$ cat src/rtl/lmr_pkg.sv
package lmr_pkg;
  localparam int IDX_W      = 4;
  localparam int NUM_SEG    = 12;
  localparam int SHADOW_B   = NUM_SEG / 2;
  localparam int CFG_FSEG   = 0;
  localparam int CFG_SMRAM  = SHADOW_B + 1;
  localparam int CFG_TOLM_L = SHADOW_B + 2;
  localparam int CFG_TOLM_H = SHADOW_B + 3;
  localparam int CFG_HIGH_L = SHADOW_B + 4;
  localparam int CFG_HIGH_H = SHADOW_B + 5;
  localparam int GRAN_SHIFT = 16;

  typedef struct packed {
    logic hit;
    logic toDram;
    logic readOnly;
  } legacy_route_t;
endpackage

$ cat src/rtl/lmr_cfg_ctrl.sv
module lmr_cfg_ctrl
  import lmr_pkg::*;
#(
  parameter int ADDR_W = 36
) (
  input  logic                clk,
  input  logic                rst,
  input  logic                cfgWe,
  input  logic [IDX_W-1:0]    cfgIdx,
  input  logic [7:0]          cfgData,
  input  logic                smmActive,
  input  logic [ADDR_W-1:0]   reqAddr,
  output legacy_route_t       route,
  output logic [ADDR_W-1:0]   tolmBase,
  output logic [ADDR_W-1:0]   highSize
);
  localparam int PAD_W = ADDR_W - 16 - GRAN_SHIFT;

  logic [1:0]  attrReg [0:NUM_SEG];
  logic        smramOpen;
  logic        smramSmmEn;
  logic [15:0] tolmReg;
  logic [15:0] highReg;
  logic [3:0]  segIdx;
  logic        lowMeg;

  always_ff @(posedge clk) begin
    if (rst) begin
      for (int s = 0; s <= NUM_SEG; s++) attrReg[s] <= 2'b00;
      smramOpen  <= 1'b0;
      smramSmmEn <= 1'b0;
      tolmReg    <= '0;
      highReg    <= '0;
    end else if (cfgWe) begin
      if (cfgIdx == IDX_W'(CFG_FSEG)) attrReg[NUM_SEG] <= cfgData[5:4];
      for (int b = 1; b <= SHADOW_B; b++) begin
        if (cfgIdx == IDX_W'(b)) begin
          attrReg[2*b-2] <= cfgData[1:0];
          attrReg[2*b-1] <= cfgData[5:4];
        end
      end
      if (cfgIdx == IDX_W'(CFG_SMRAM)) begin
        smramOpen  <= cfgData[6];
        smramSmmEn <= cfgData[3];
      end
      if (cfgIdx == IDX_W'(CFG_TOLM_L)) tolmReg[7:0]  <= cfgData;
      if (cfgIdx == IDX_W'(CFG_TOLM_H)) tolmReg[15:8] <= cfgData;
      if (cfgIdx == IDX_W'(CFG_HIGH_L)) highReg[7:0]  <= cfgData;
      if (cfgIdx == IDX_W'(CFG_HIGH_H)) highReg[15:8] <= cfgData;
    end
  end

  assign tolmBase = {{PAD_W{1'b0}}, tolmReg, {GRAN_SHIFT{1'b0}}};
  assign highSize = {{PAD_W{1'b0}}, highReg, {GRAN_SHIFT{1'b0}}};

  // Legacy window decode: SMRAM window first, then shadow segments.
  always_comb begin
    route  = '0;
    segIdx = 4'd0;
    lowMeg = (reqAddr[ADDR_W-1:20] == '0);
    if (lowMeg && reqAddr[19:17] == 3'b101) begin
      route.hit    = 1'b1;
      route.toDram = smramOpen | (smmActive & smramSmmEn);
    end else if (lowMeg && reqAddr[19:18] == 2'b11) begin
      segIdx = (reqAddr[19:16] == 4'hF) ? 4'(NUM_SEG) : reqAddr[17:14];
      route.hit      = 1'b1;
      route.toDram   = attrReg[segIdx][0];
      route.readOnly = (attrReg[segIdx] == 2'b01);
    end
  end

  assert_ro_is_dram_R5: assert property (@(posedge clk) disable iff (rst)
    route.readOnly |-> (route.hit && route.toDram));

  assert_tolm_write_R3: assert property (@(posedge clk) disable iff (rst)
    (cfgWe && cfgIdx == IDX_W'(CFG_TOLM_H)) |=> (tolmBase[31:24] == $past(cfgData)));
endmodule

$ cat src/rtl/lmr_decode_dp.sv
module lmr_decode_dp
  import lmr_pkg::*;
#(
  parameter int ADDR_W = 36
) (
  input  logic              clk,
  input  logic              rst,
  input  logic              reqValid,
  input  logic [ADDR_W-1:0] reqAddr,
  input  logic              reqWrite,
  input  legacy_route_t     route,
  input  logic [ADDR_W-1:0] tolmBase,
  input  logic [ADDR_W-1:0] highSize,
  output logic              rspValid,
  output logic              rspToDram,
  output logic [ADDR_W-1:0] rspDramAddr,
  output logic              rspWriteDrop
);
  localparam logic [ADDR_W-1:0] FOUR_G = ADDR_W'(64'h1_0000_0000);

  logic [ADDR_W-1:0] highEnd;
  logic [ADDR_W-1:0] nxtAddr;
  logic              nxtDram;
  logic              nxtDrop;

  assign highEnd = FOUR_G + highSize;

  always_comb begin
    nxtDram = 1'b0;
    nxtDrop = 1'b0;
    nxtAddr = '0;
    if (route.hit) begin
      nxtDram = route.toDram;
      nxtDrop = route.toDram & route.readOnly & reqWrite;
      nxtAddr = route.toDram ? reqAddr : '0;
    end else if (reqAddr < tolmBase) begin
      nxtDram = 1'b1;
      nxtAddr = reqAddr;
    end else if (reqAddr < FOUR_G) begin
      nxtDram = 1'b0;
    end else if (reqAddr < highEnd) begin
      nxtDram = 1'b1;
      nxtAddr = reqAddr - FOUR_G + tolmBase;
    end
  end

  always_ff @(posedge clk) begin
    if (rst) begin
      rspValid     <= 1'b0;
      rspToDram    <= 1'b0;
      rspDramAddr  <= '0;
      rspWriteDrop <= 1'b0;
    end else begin
      rspValid <= reqValid;
      if (reqValid) begin
        rspToDram    <= nxtDram;
        rspDramAddr  <= nxtAddr;
        rspWriteDrop <= nxtDrop;
      end
    end
  end

  assert_valid_latency_R2: assert property (@(posedge clk) disable iff (rst)
    reqValid |=> rspValid);

  assert_no_spurious_valid_R2: assert property (@(posedge clk) disable iff (rst)
    !reqValid |=> !rspValid);

  assert_pci_clean_R11: assert property (@(posedge clk) disable iff (rst)
    (rspValid && !rspToDram) |-> (rspDramAddr == '0 && !rspWriteDrop));

  assert_read_no_drop_R5: assert property (@(posedge clk) disable iff (rst)
    (reqValid && !reqWrite) |=> !rspWriteDrop);
endmodule

$ cat src/rtl/legacy_addr_router.sv
module legacy_addr_router
  import lmr_pkg::*;
#(
  parameter int ADDR_W = 36
) (
  input  logic              clk,
  input  logic              rst,
  input  logic              cfgWe,
  input  logic [3:0]        cfgIdx,
  input  logic [7:0]        cfgData,
  input  logic              smmActive,
  input  logic              reqValid,
  input  logic [ADDR_W-1:0] reqAddr,
  input  logic              reqWrite,
  output logic              rspValid,
  output logic              rspToDram,
  output logic [ADDR_W-1:0] rspDramAddr,
  output logic              rspWriteDrop
);
  legacy_route_t     route;
  logic [ADDR_W-1:0] tolmBase;
  logic [ADDR_W-1:0] highSize;

  lmr_cfg_ctrl #(.ADDR_W(ADDR_W)) uCtrl (
    .clk(clk), .rst(rst), .cfgWe(cfgWe), .cfgIdx(cfgIdx), .cfgData(cfgData),
    .smmActive(smmActive), .reqAddr(reqAddr), .route(route),
    .tolmBase(tolmBase), .highSize(highSize)
  );

  lmr_decode_dp #(.ADDR_W(ADDR_W)) uDp (
    .clk(clk), .rst(rst), .reqValid(reqValid), .reqAddr(reqAddr),
    .reqWrite(reqWrite), .route(route), .tolmBase(tolmBase),
    .highSize(highSize), .rspValid(rspValid), .rspToDram(rspToDram),
    .rspDramAddr(rspDramAddr), .rspWriteDrop(rspWriteDrop)
  );
endmodule

$ cat config.mk
export PLATFORM = sky130hd
export DESIGN_NAME = legacy_addr_router
export DESIGN_NICKNAME = d
export VERILOG_FILES = /design/src/rtl/lmr_pkg.sv /design/src/rtl/lmr_cfg_ctrl.sv /design/src/rtl/lmr_decode_dp.sv /design/src/rtl/legacy_addr_router.sv
export SDC_FILE = /design/constraint.sdc
export NUM_CORES = 1
export LEC_CHECK = 0
export BUFFER_PORTS_ARGS = -buffer_cell sky130_fd_sc_hd__buf_2
export CORE_MARGIN = 10
export CORE_UTILIZATION = 40
export CTS_CLUSTER_DIAMETER = 30
export DETAILED_ROUTE_END_ITERATION = 12
export GPL_TIMING_DRIVEN = 1
export PLACE_DENSITY_LB_ADDON = 0.12
export SLEW_MARGIN = 10
export SYNTH_ARGS = -nofsm -noshare
export SYNTH_HDL_FRONTEND = slang
export SYNTH_SLANG_ARGS = --single-unit
export TNS_END_PERCENT = 1
$ cat constraint.sdc
create_clock -name clk -period 8.4 [get_ports clk]
set_input_delay 1.26 -clock clk [delete_from_list [all_inputs] [get_ports clk]]
set_output_delay 1.26 -clock clk [all_outputs]
set_load 0.03 [all_outputs]
==> impl_metrics.ini, run 1 <==
[power_and_ir_drop]
p_total_mw = 1.076
internal-power_uw = 809.4
clkPwrFrac_pct = 41.6
pwr-share-comb_pct = 11.2
ir_drop_uv = 99.81
power_switching_uw = 266.8
seqPwrFrac_pct = 47.3
cellPowerDensity_nw_per_um2 = 170.0
p_leak_nw = 2.626
netSwitchingFraction_pct = 24.79

[sta]
slew_viol_final = 0
fin_worst_skew_ns = 0.004667
rsz0062_at_grt = no
fmax_mhz = 270.7
period_minus_slack_ns = 3.695
setup_violations = 0
finalHoldViolCount = 0
fin_tns_setup_ns = 0
hold_ws_ns = 0.4512
post-route-period-util_pct = 43.98
relSlewSlack_pct = 30.97
worst_pin_slew_ns = 1.034

[critical_path]
crit_path_end_kind = flop
critical_path.max_fanout = 17
reg2reg_depth = 9
crit-reg2reg-launch = uCtrl.tolmReg[11]
cp.arrival_ns = 3.99
crit_required_ns = 8.69
reg2reg_to = uDp.rspDramAddr[0]
startpoint_type = primary input
regToRegSetupSlack_ns = 5.32
worstSetupPathType = in2reg

[worst_hold_path]
hold-path-endpoint = uDp.rspWriteDrop
worstHoldStart = uDp.rspWriteDrop
hold_depth = 1
worstHoldPathType = reg2reg

[clock_tree]
ctsHoldBuffers = 0
htree_levels = 3
cts_setup_buffers = 0
cts-resized-gates = 0
path_clk_slew_ns = 0.07
ctsLongestPathBuffers = 2
cts_tree = yes
cts-buffers-inserted = 9
clk_latency_ns = 0.35
cts.sinks = 99
cts-root-buf = clkbuf_16

[drt]
route.detailed.drc = 0
drt-pass1-iter-count = 5
antenna_left = 0
wirelength_mm = 14.07
routed-via-count = 4386
wl_per_cell_um = 17.01
avgViaCountPerCell = 5.304
first_iter_violations = 305

[placement]
portBuffers = 92
place_congestion = 0.8389
dp_hpwl_mm = 10.74

[yosys]
yosys_warnings = 0
synth_area_um2 = 5414
synth_edf_count = 26
synthArstFlopShare_pct = 0
synth.distinct_cells = 64
syn_area_per_cell_um2 = 9.616
synthCells = 563
yosys_register_bits = 99
ys.flop_type = dfxtp_1
syn_nets = 665
ys_seq_area_share_pct = 41.41

[cells_and_area]
syn_to_final_growth_pct = 16.96
final_layout_size_suffix_gt1_share_pct = 19.20
final_nets = 748
num_antenna_cells = 0

[die]
die_w_um = 136.3
dieArea_um2 = 18590
die_h_um = 136.3
start_util_pct = 40.88
io_pins = 93
coreArea_um2 = 13240
fp-row-count = 42

[global_routing]
grt_pass1_wl_mm = 22.31
grt_max_degree = 60
grt_pass1_vias = 4134
antenna_found_initial = 0
grt.overflow.total = 0
grt_usage_pct = 15.27

[flow_run]
maxCapViolCount = 0

[run_status]
status = completed
-- sequential cells by signal, indices dropped and copies added (netlist names) --
| name | cells |
|---|---|
| uCtrl.attrReg | 26 |
| uCtrl.highReg | 16 |
| uCtrl.smramOpen | 1 |
| uCtrl.smramSmmEn | 1 |
| uCtrl.tolmReg | 16 |
| uDp.rspDramAddr | 36 |
| uDp.rspToDram | 1 |
| uDp.rspValid | 1 |
| uDp.rspWriteDrop | 1 |
-- cell type report --
cell class / instances / area (µm²)
timing repair buffer: 95 / 483.0
clock inverter: 6 / 87.58
sequential: 99 / 2242
clock buffer: 10 / 229.0
tap: 176 / 220.2
multi-input combinational: 396 / 2902
fill: 1294 / 6910
inverter: 45 / 168.9
-- cell usage after synthesis, drive strengths merged (4+ instances only) --
| library cell | instances | share of area (%) |
|---|---|---|
| edfxtp | 26 | 14 |
| buf | 5 | 0.67 |
| a21o | 5 | 0.69 |
| mux2i | 34 | 6.3 |
| o21ai | 14 | 1.3 |
| a211oi | 19 | 2.6 |
| nor2 | 89 | 6.2 |
| a22o | 16 | 2.6 |
| nand4 | 6 | 0.69 |
| nor3b | 4 | 0.55 |
| nor2b | 6 | 0.69 |
| dfxtp | 73 | 27 |
| o21bai | 5 | 0.69 |
| a21oi | 23 | 2.1 |
| a22oi | 10 | 1.4 |
| nand2 | 17 | 1.2 |
| ha | 47 | 11 |
| xnor2 | 10 | 1.6 |
| nand3b | 5 | 0.69 |
| nor3 | 6 | 0.55 |
| nand2b | 18 | 2.1 |
| clkbuf | 18 | 1.2 |
| or3 | 4 | 0.55 |
| nand3 | 5 | 0.46 |
| inv | 45 | 3.1 |
| xor2 | 4 | 0.65 |
-- critical path: stages --
cell and delay [ns]:
buf_2 0.17, ha_1 0.40, a21oi_1 0.18, a21oi_1 0.09, o211a_1 0.26, a2111oi_4 0.52
or3_4 0.32, o21a_1 0.54, a22o_1 0.24
-- how the worst max path moves through the flow --
stage / cells past startpoint / start / end
6_report: 9 / reqAddr[18] / uDp.rspDramAddr[0]
2_1_floorplan: 9 / reqAddr[32] / uDp.rspDramAddr[10]
4_1_cts: 9 / reqAddr[22] / uDp.rspDramAddr[2]
5_1_grt: 9 / reqAddr[18] / uDp.rspDramAddr[12]
3_3_place_gp: 9 / reqAddr[18] / uDp.rspDramAddr[10]
3_5_place_dp: 9 / reqAddr[22] / uDp.rspDramAddr[9]
-- through the flow --
| stage | cell area [µm²] | utilization (%) | setup slack, ns | std cells |
|---|---|---|---|---|
| floorplan | 5414 | - | 4.901 | 563 |
| global placement | 6016 | 45.43 | 4.365 | 811 |
| detailed placement | 6016 | 45.43 | 4.348 | 811 |
| CTS | 6332 | 47.82 | 4.710 | 827 |
| global route | 6332 | 47.82 | 4.500 | 827 |
| finish | 6332 | 47.82 | 4.705 | 827 |
-- placed cells by master, fill, tap and decap left out, drive strengths merged, types with 6 or more instances in the layout --
cell and instances:
nor2b 6, nor2 89, a211oi 19, nand2b 18, o21ai 14, buf 95, a21oi 23, xnor2 10
nand4 6, clkbuf 10, edfxtp 26, nor3 6, mux2i 34, dfxtp 73, nand2 17, a22o 16
inv 46, ha 47, a22oi 10
-- cells by family (layout without fill, tap and decap cells) --
group,Yosys count,after routing,synth area share [%]
fa+ha+maj,48,48,11.23
mux,39,39,7.950
flops,99,99,41.41
compound gates,118,118,15.95
xor+xnor,14,14,2.265
buf+inv,68,156,5.038
simple gates,177,177,16.15
-- power by group through the flow --
stage          registers [mW]  clock network [mW]  logic [mW]
3_5_place_dp            0.520                   0       0.121
6_report                0.509               0.447       0.120
4_1_cts                 0.509               0.458       0.121
5_1_grt                 0.510               0.474       0.135
3_3_place_gp            0.519                   0       0.119
2_1_floorplan           0.526                   0      0.0676
-- metal layers --
metal  routed length [µm]  track usage, %
met5                    0               0
met3                  873           3.838
met1                 6795           20.86
met2                 6125           22.35
met4                  272           6.391
Power figures use the tool's default switching activity.
==> run 2: changes to the inputs <==
==> constraint.sdc (replaced) <==
create_clock -name clk -period 3.3 [get_ports clk]
set_input_delay 0.495 -clock clk [delete_from_list [all_inputs] [get_ports clk]]
set_output_delay 0.495 -clock clk [all_outputs]
set_load 0.03 [all_outputs]
==> run 2 against run 1 <==
Compared with the run above:
- setup slack worse by 4.3 ns
- total power rose to 2.5 times the previous value
- critical endpoint is now uDp.rspDramAddr[4]
- largest cell class unchanged
- wire length grew 3.5%
==> impl_metrics.ini, run 2 (synthesized netlist as in run 1, its figures left out) <==
[sta]
post-route-period-util_pct = 87.24
fin_tns_setup_ns = 0
period_minus_slack_ns = 2.879
rsz0062_at_grt = no
setup_violations = 0
fin_worst_skew_ns = 0.01159
fmax_mhz = 347.4
slew_viol_final = 0
worst_pin_slew_ns = 1.056
relSlewSlack_pct = 29.54
finalHoldViolCount = 0

[die]
dieArea_um2 = 18590
fp-row-count = 42
io_pins = 93
coreArea_um2 = 13240
start_util_pct = 40.88
die_h_um = 136.3
die_w_um = 136.3

[power_and_ir_drop]
p_total_mw = 2.714
netSwitchingFraction_pct = 26.00
cellPowerDensity_nw_per_um2 = 425.5
clkPwrFrac_pct = 40.9
pwr-share-comb_pct = 11.4
seqPwrFrac_pct = 47.7
power_switching_uw = 705.6
ir_drop_uv = 421.6
internal-power_mw = 2.009
p_leak_nw = 2.660

[drt]
first_iter_violations = 309
wirelength_mm = 14.56
drt-pass1-iter-count = 4
wl_per_cell_um = 17.48
antenna_left = 0
route.detailed.drc = 0
avgViaCountPerCell = 5.211
routed-via-count = 4341

[cells_and_area]
utilization_pct = 48.17
layout_commonest_cell = buf_2
largest_reg_flops = 36
largestRegisters = uDp.rspDramAddr (36), uCtrl.attrReg (26)
final_nets = 754
syn_to_final_growth_pct = 17.82
final_layout_size_suffix_gt1_share_pct = 20.09
num_antenna_cells = 0
n_fill_cell = 1282
layout_common_cells = buf_2, nor2_1, dfxtp_1
largest_register = uDp.rspDramAddr

[clock_tree]
cts-root-buf = clkbuf_16
htree_levels = 3
ctsLongestPathBuffers = 2
clk_latency_ns = 0.35
path_clk_slew_ns = 0.08
cts.sinks = 99
cts_setup_buffers = 0
cts-resized-gates = 0
cts-buffers-inserted = 9
cts_tree = yes
ctsHoldBuffers = 0

[worst_hold_path]
worstHoldStart = reqAddr[7]
worstHoldPathType = in2reg

[critical_path]
crit-reg2reg-launch = uCtrl.tolmReg[11]
critical_path.max_fanout = 17
crit_path_end_kind = flop
worstSetupPathType = reg2reg
crit_required_ns = 3.54
cp.arrival_ns = 3.12
startpoint_type = flop
crit_start = uCtrl.tolmReg[11]

[placement]
place_congestion = 0.9193
portBuffers = 92
dp_hpwl_mm = 11.53

[global_routing]
grt_max_degree = 46
grt_pass1_vias = 4277
antenna_found_initial = 0
grt_usage_pct = 15.71
grt_pass1_wl_mm = 23.04
grt.overflow.total = 0

[run_status]
status = completed

[flow_run]
maxCapViolCount = 0
## run 2: cell types whose count changed in the layout (fill, tap and decap cells not counted), sizes merged
cell	delta
bufinv	-1
clkbuf	-1
clkinvlp	-1
clkinv	-1
inv	+4
buf	+6
## run 2: worst max-delay path, stage by stage (launching register included)
cell,delay (ns)
dfxtp_1,0.40
inv_1,0.07
ha_1,0.34
inv_1,0.12
or3_1,0.38
a21oi_1,0.23
a2111oi_4,0.08
or3_4,0.50
o21a_1,0.20
buf_4,0.19
a22o_1,0.25
## run 2: path summary, 6_finish.rpt
path / end / slack [ns] / cells after the start
worst max-delay path: uDp.rspDramAddr[4] / 0.42 / 10
worst min-delay path: uDp.rspDramAddr[7] / 0.36 / 2
worst max register to register: uDp.rspDramAddr[4] / 0.42 / 10
worst min register to register: uDp.rspToDram / 0.45 / 1
## run 2: power groups by stage
stage	registers (mW)	clock network (mW)	logic, mW
global route	1.30	1.18	0.346
CTS	1.29	1.14	0.313
finish	1.29	1.11	0.310
detailed placement	1.32	0	0.312
floorplan	1.34	0	0.172
global placement	1.32	0	0.307
## run 2: stage by stage
stage / std cells / worst slack (ns) / hold WS (ns) / area, µm²
floorplan: 563 / 0.5657 / 0.4517 / 5414
global placement: 817 / 0.1627 / 0.4332 / 6061
detailed placement: 817 / 0.1553 / 0.4440 / 6061
CTS: 833 / 0.4452 / 0.3480 / 6379
global route: 833 / 0.3094 / 0.3559 / 6379
finish: 833 / 0.4212 / 0.3615 / 6379
## run 2: area by class of cell
cell class / instances / area, µm² / area share (%)
Multi-Input combinational cell: 396 / 2902 / 45.49
Timing Repair Buffer: 101 / 528.0 / 8.278
Clock buffer: 9 / 225.2 / 3.531
Tap cell: 176 / 220.2 / 3.452
Inverter: 45 / 168.9 / 2.648
Sequential cell: 99 / 2242 / 35.15
Clock inverter: 7 / 92.59 / 1.452
## run 2: routing by layer
metal	global-route usage, %	vias up	share of wire (%)
met5	0	-	0
met4	4.260	0	1.1
met3	4.244	13	6.5
met2	24.16	110	45
met1	21.18	2031	48
li1	-	2187	-
==> run 3: changes to the inputs <==
==> constraint.sdc (replaced) <==
create_clock -name clk -period 3.3 [get_ports clk]
set_input_delay 0.99 -clock clk [delete_from_list [all_inputs] [get_ports clk]]
set_output_delay 0.99 -clock clk [all_outputs]
set_load 0.03 [all_outputs]
==> run 3 against run 2 <==
Compared with the run above:
- sequential cell count unchanged
- register-to-register slack better by 0.16 ns
- wire length down 1.1%
- largest power group unchanged
- sequential power about the same
- global-route usage up 0.11 points
- non-clock buffer count up 44
- clock skew down 0.0011 ns
- die area unchanged
- combinational power up 12%
- clock power down 9%
- hold slack better by 0.091 ns
==> impl_metrics.ini, run 3 (synthesized netlist as in run 1, its figures left out) <==
[critical_path]
worstSetupPathType = in2reg
crit-reg2reg-launch = uCtrl.tolmReg[1]
startpoint_type = primary input
crit_required_ns = 3.53
critical_path.max_fanout = 2
crit_start = reqAddr[16]
crit_path_end_kind = flop
cp.arrival_ns = 3.30

[clock_tree]
ctsHoldBuffers = 0
cts_tree = yes
path_clk_slew_ns = 0.06
cts-buffers-inserted = 9
ctsLongestPathBuffers = 2
htree_levels = 3
clk_latency_ns = 0.35
cts_setup_buffers = 0
cts-resized-gates = 0
cts-root-buf = clkbuf_16
cts.sinks = 99

[global_routing]
grt.overflow.total = 0
grt_max_degree = 34
grt_pass1_vias = 4499
grt_pass1_wl_mm = 23.32
grt_usage_pct = 15.82
antenna_found_initial = 0

[power_and_ir_drop]
internal-power_mw = 1.949
clkPwrFrac_pct = 38.1
pwr-share-comb_pct = 13.1
p_total_mw = 2.651
seqPwrFrac_pct = 48.8
netSwitchingFraction_pct = 26.46
cellPowerDensity_nw_per_um2 = 396.3
p_leak_nw = 2.856
power_switching_uw = 701.2
ir_drop_uv = 244.8

[sta]
post-route-period-util_pct = 93.01
slew_viol_final = 0
finalHoldViolCount = 0
relSlewSlack_pct = 63.83
fin_worst_skew_ns = 0.01045
worst_pin_slew_ns = 0.5358
rsz0062_at_grt = no
period_minus_slack_ns = 3.069
fin_tns_setup_ns = 0
setup_violations = 0
fmax_mhz = 325.8

[die]
dieArea_um2 = 18590
start_util_pct = 40.88
die_w_um = 136.3
fp-row-count = 42
die_h_um = 136.3
coreArea_um2 = 13240
io_pins = 93

[cells_and_area]
largest_reg_flops = 36
largestRegisters = uDp.rspDramAddr (36), uCtrl.attrReg (26)
largest_register = uDp.rspDramAddr
syn_to_final_growth_pct = 23.55
layout_commonest_cell = buf_2
fin_area_um2 = 6689
num_antenna_cells = 0
final_layout_size_suffix_gt1_share_pct = 25.11
stdcell_count = 877
layout_common_cells = buf_2, nor2_1, dfxtp_1
n_fill_cell = 1274
final_nets = 798

[drt]
route.detailed.drc = 0
wirelength_mm = 14.41
wl_met3_um = 899
avgViaCountPerCell = 5.018
first_iter_violations = 230
routed-via-count = 4401
dr_wl_met2_mm = 6.341
wl_met1_mm = 6.996
highest_layer = met4
drt-pass1-iter-count = 4
wl_per_cell_um = 16.43
antenna_left = 0

[worst_hold_path]
worstHoldPathType = reg2reg
worstHoldStart = uDp.rspToDram

[run_status]
status = completed

[placement]
dp_hpwl_mm = 11.66
postPlaceCellArea_um2 = 6404
place_congestion = 0.8355
portBuffers = 92
placedCellCount = 861

[flow_run]
maxCapViolCount = 0
[run 3: changes by cell type in the layout (fill, tap and decap cells not counted), sizes merged]
cell      previous run  this run
buf                101       145
inv                 50        48
clkinvlp             0         3
bufinv               1         0
[run 3: final cells by class]
cell class	instances	area (µm²)	share of cell area [%]
Multi-Input combinational cell	396	2902	43.38
Sequential cell	99	2242	33.52
Clock inverter	7	60.06	0.8979
Inverter	45	168.9	2.525
Tap cell	176	220.2	3.292
Timing Repair Buffer	145	870.8	13.02
Clock buffer	9	225.2	3.367
[run 3: through the flow]
stage | worst slack [ns] | utilization, % | hold WS (ns)
global placement | -0.1040 | 48.36 | 0.4336
global route | 0.09017 | 50.51 | 0.4776
detailed placement | -0.1288 | 48.36 | 0.4459
finish | 0.2306 | 50.51 | 0.4530
CTS | 0.2459 | 50.51 | 0.4618
floorplan | 0.07072 | - | 0.4517
[run 3: path summary, 6_finish.rpt]
kind              cells after the start  slack (ns)                  end
setup / recovery                     10        0.23  uDp.rspDramAddr[32]
hold / removal                        1        0.45        uDp.rspToDram
setup reg to reg                     10        0.58  uDp.rspDramAddr[31]
hold reg to reg                       1        0.45        uDp.rspToDram
[run 3: critical path, stage by stage]
cell and delay [ns]:
buf_2 0.12, ha_1 0.22, fa_1 0.38, nor2b_1 0.16, o311a_1 0.32, o21ai_0 0.24, a31oi_1 0.15, a221o_1 0.35
a221oi_1 0.26, o21ai_0 0.11
[run 3: power groups by stage]
stage	clock, mW	sequential, mW	combinational, mW
6_report	1.01	1.29	0.347
5_1_grt	1.09	1.30	0.385
4_1_cts	1.04	1.29	0.350
3_5_place_dp	0	1.32	0.349
3_3_place_gp	0	1.32	0.345
2_1_floorplan	0	1.34	0.172
[run 3: layer usage]
layer	global-route usage, %	vias up
met2	24.43	90
met5	0	-
met1	21.28	2032
met3	3.506	9
li1	-	2270
met4	5.444	0
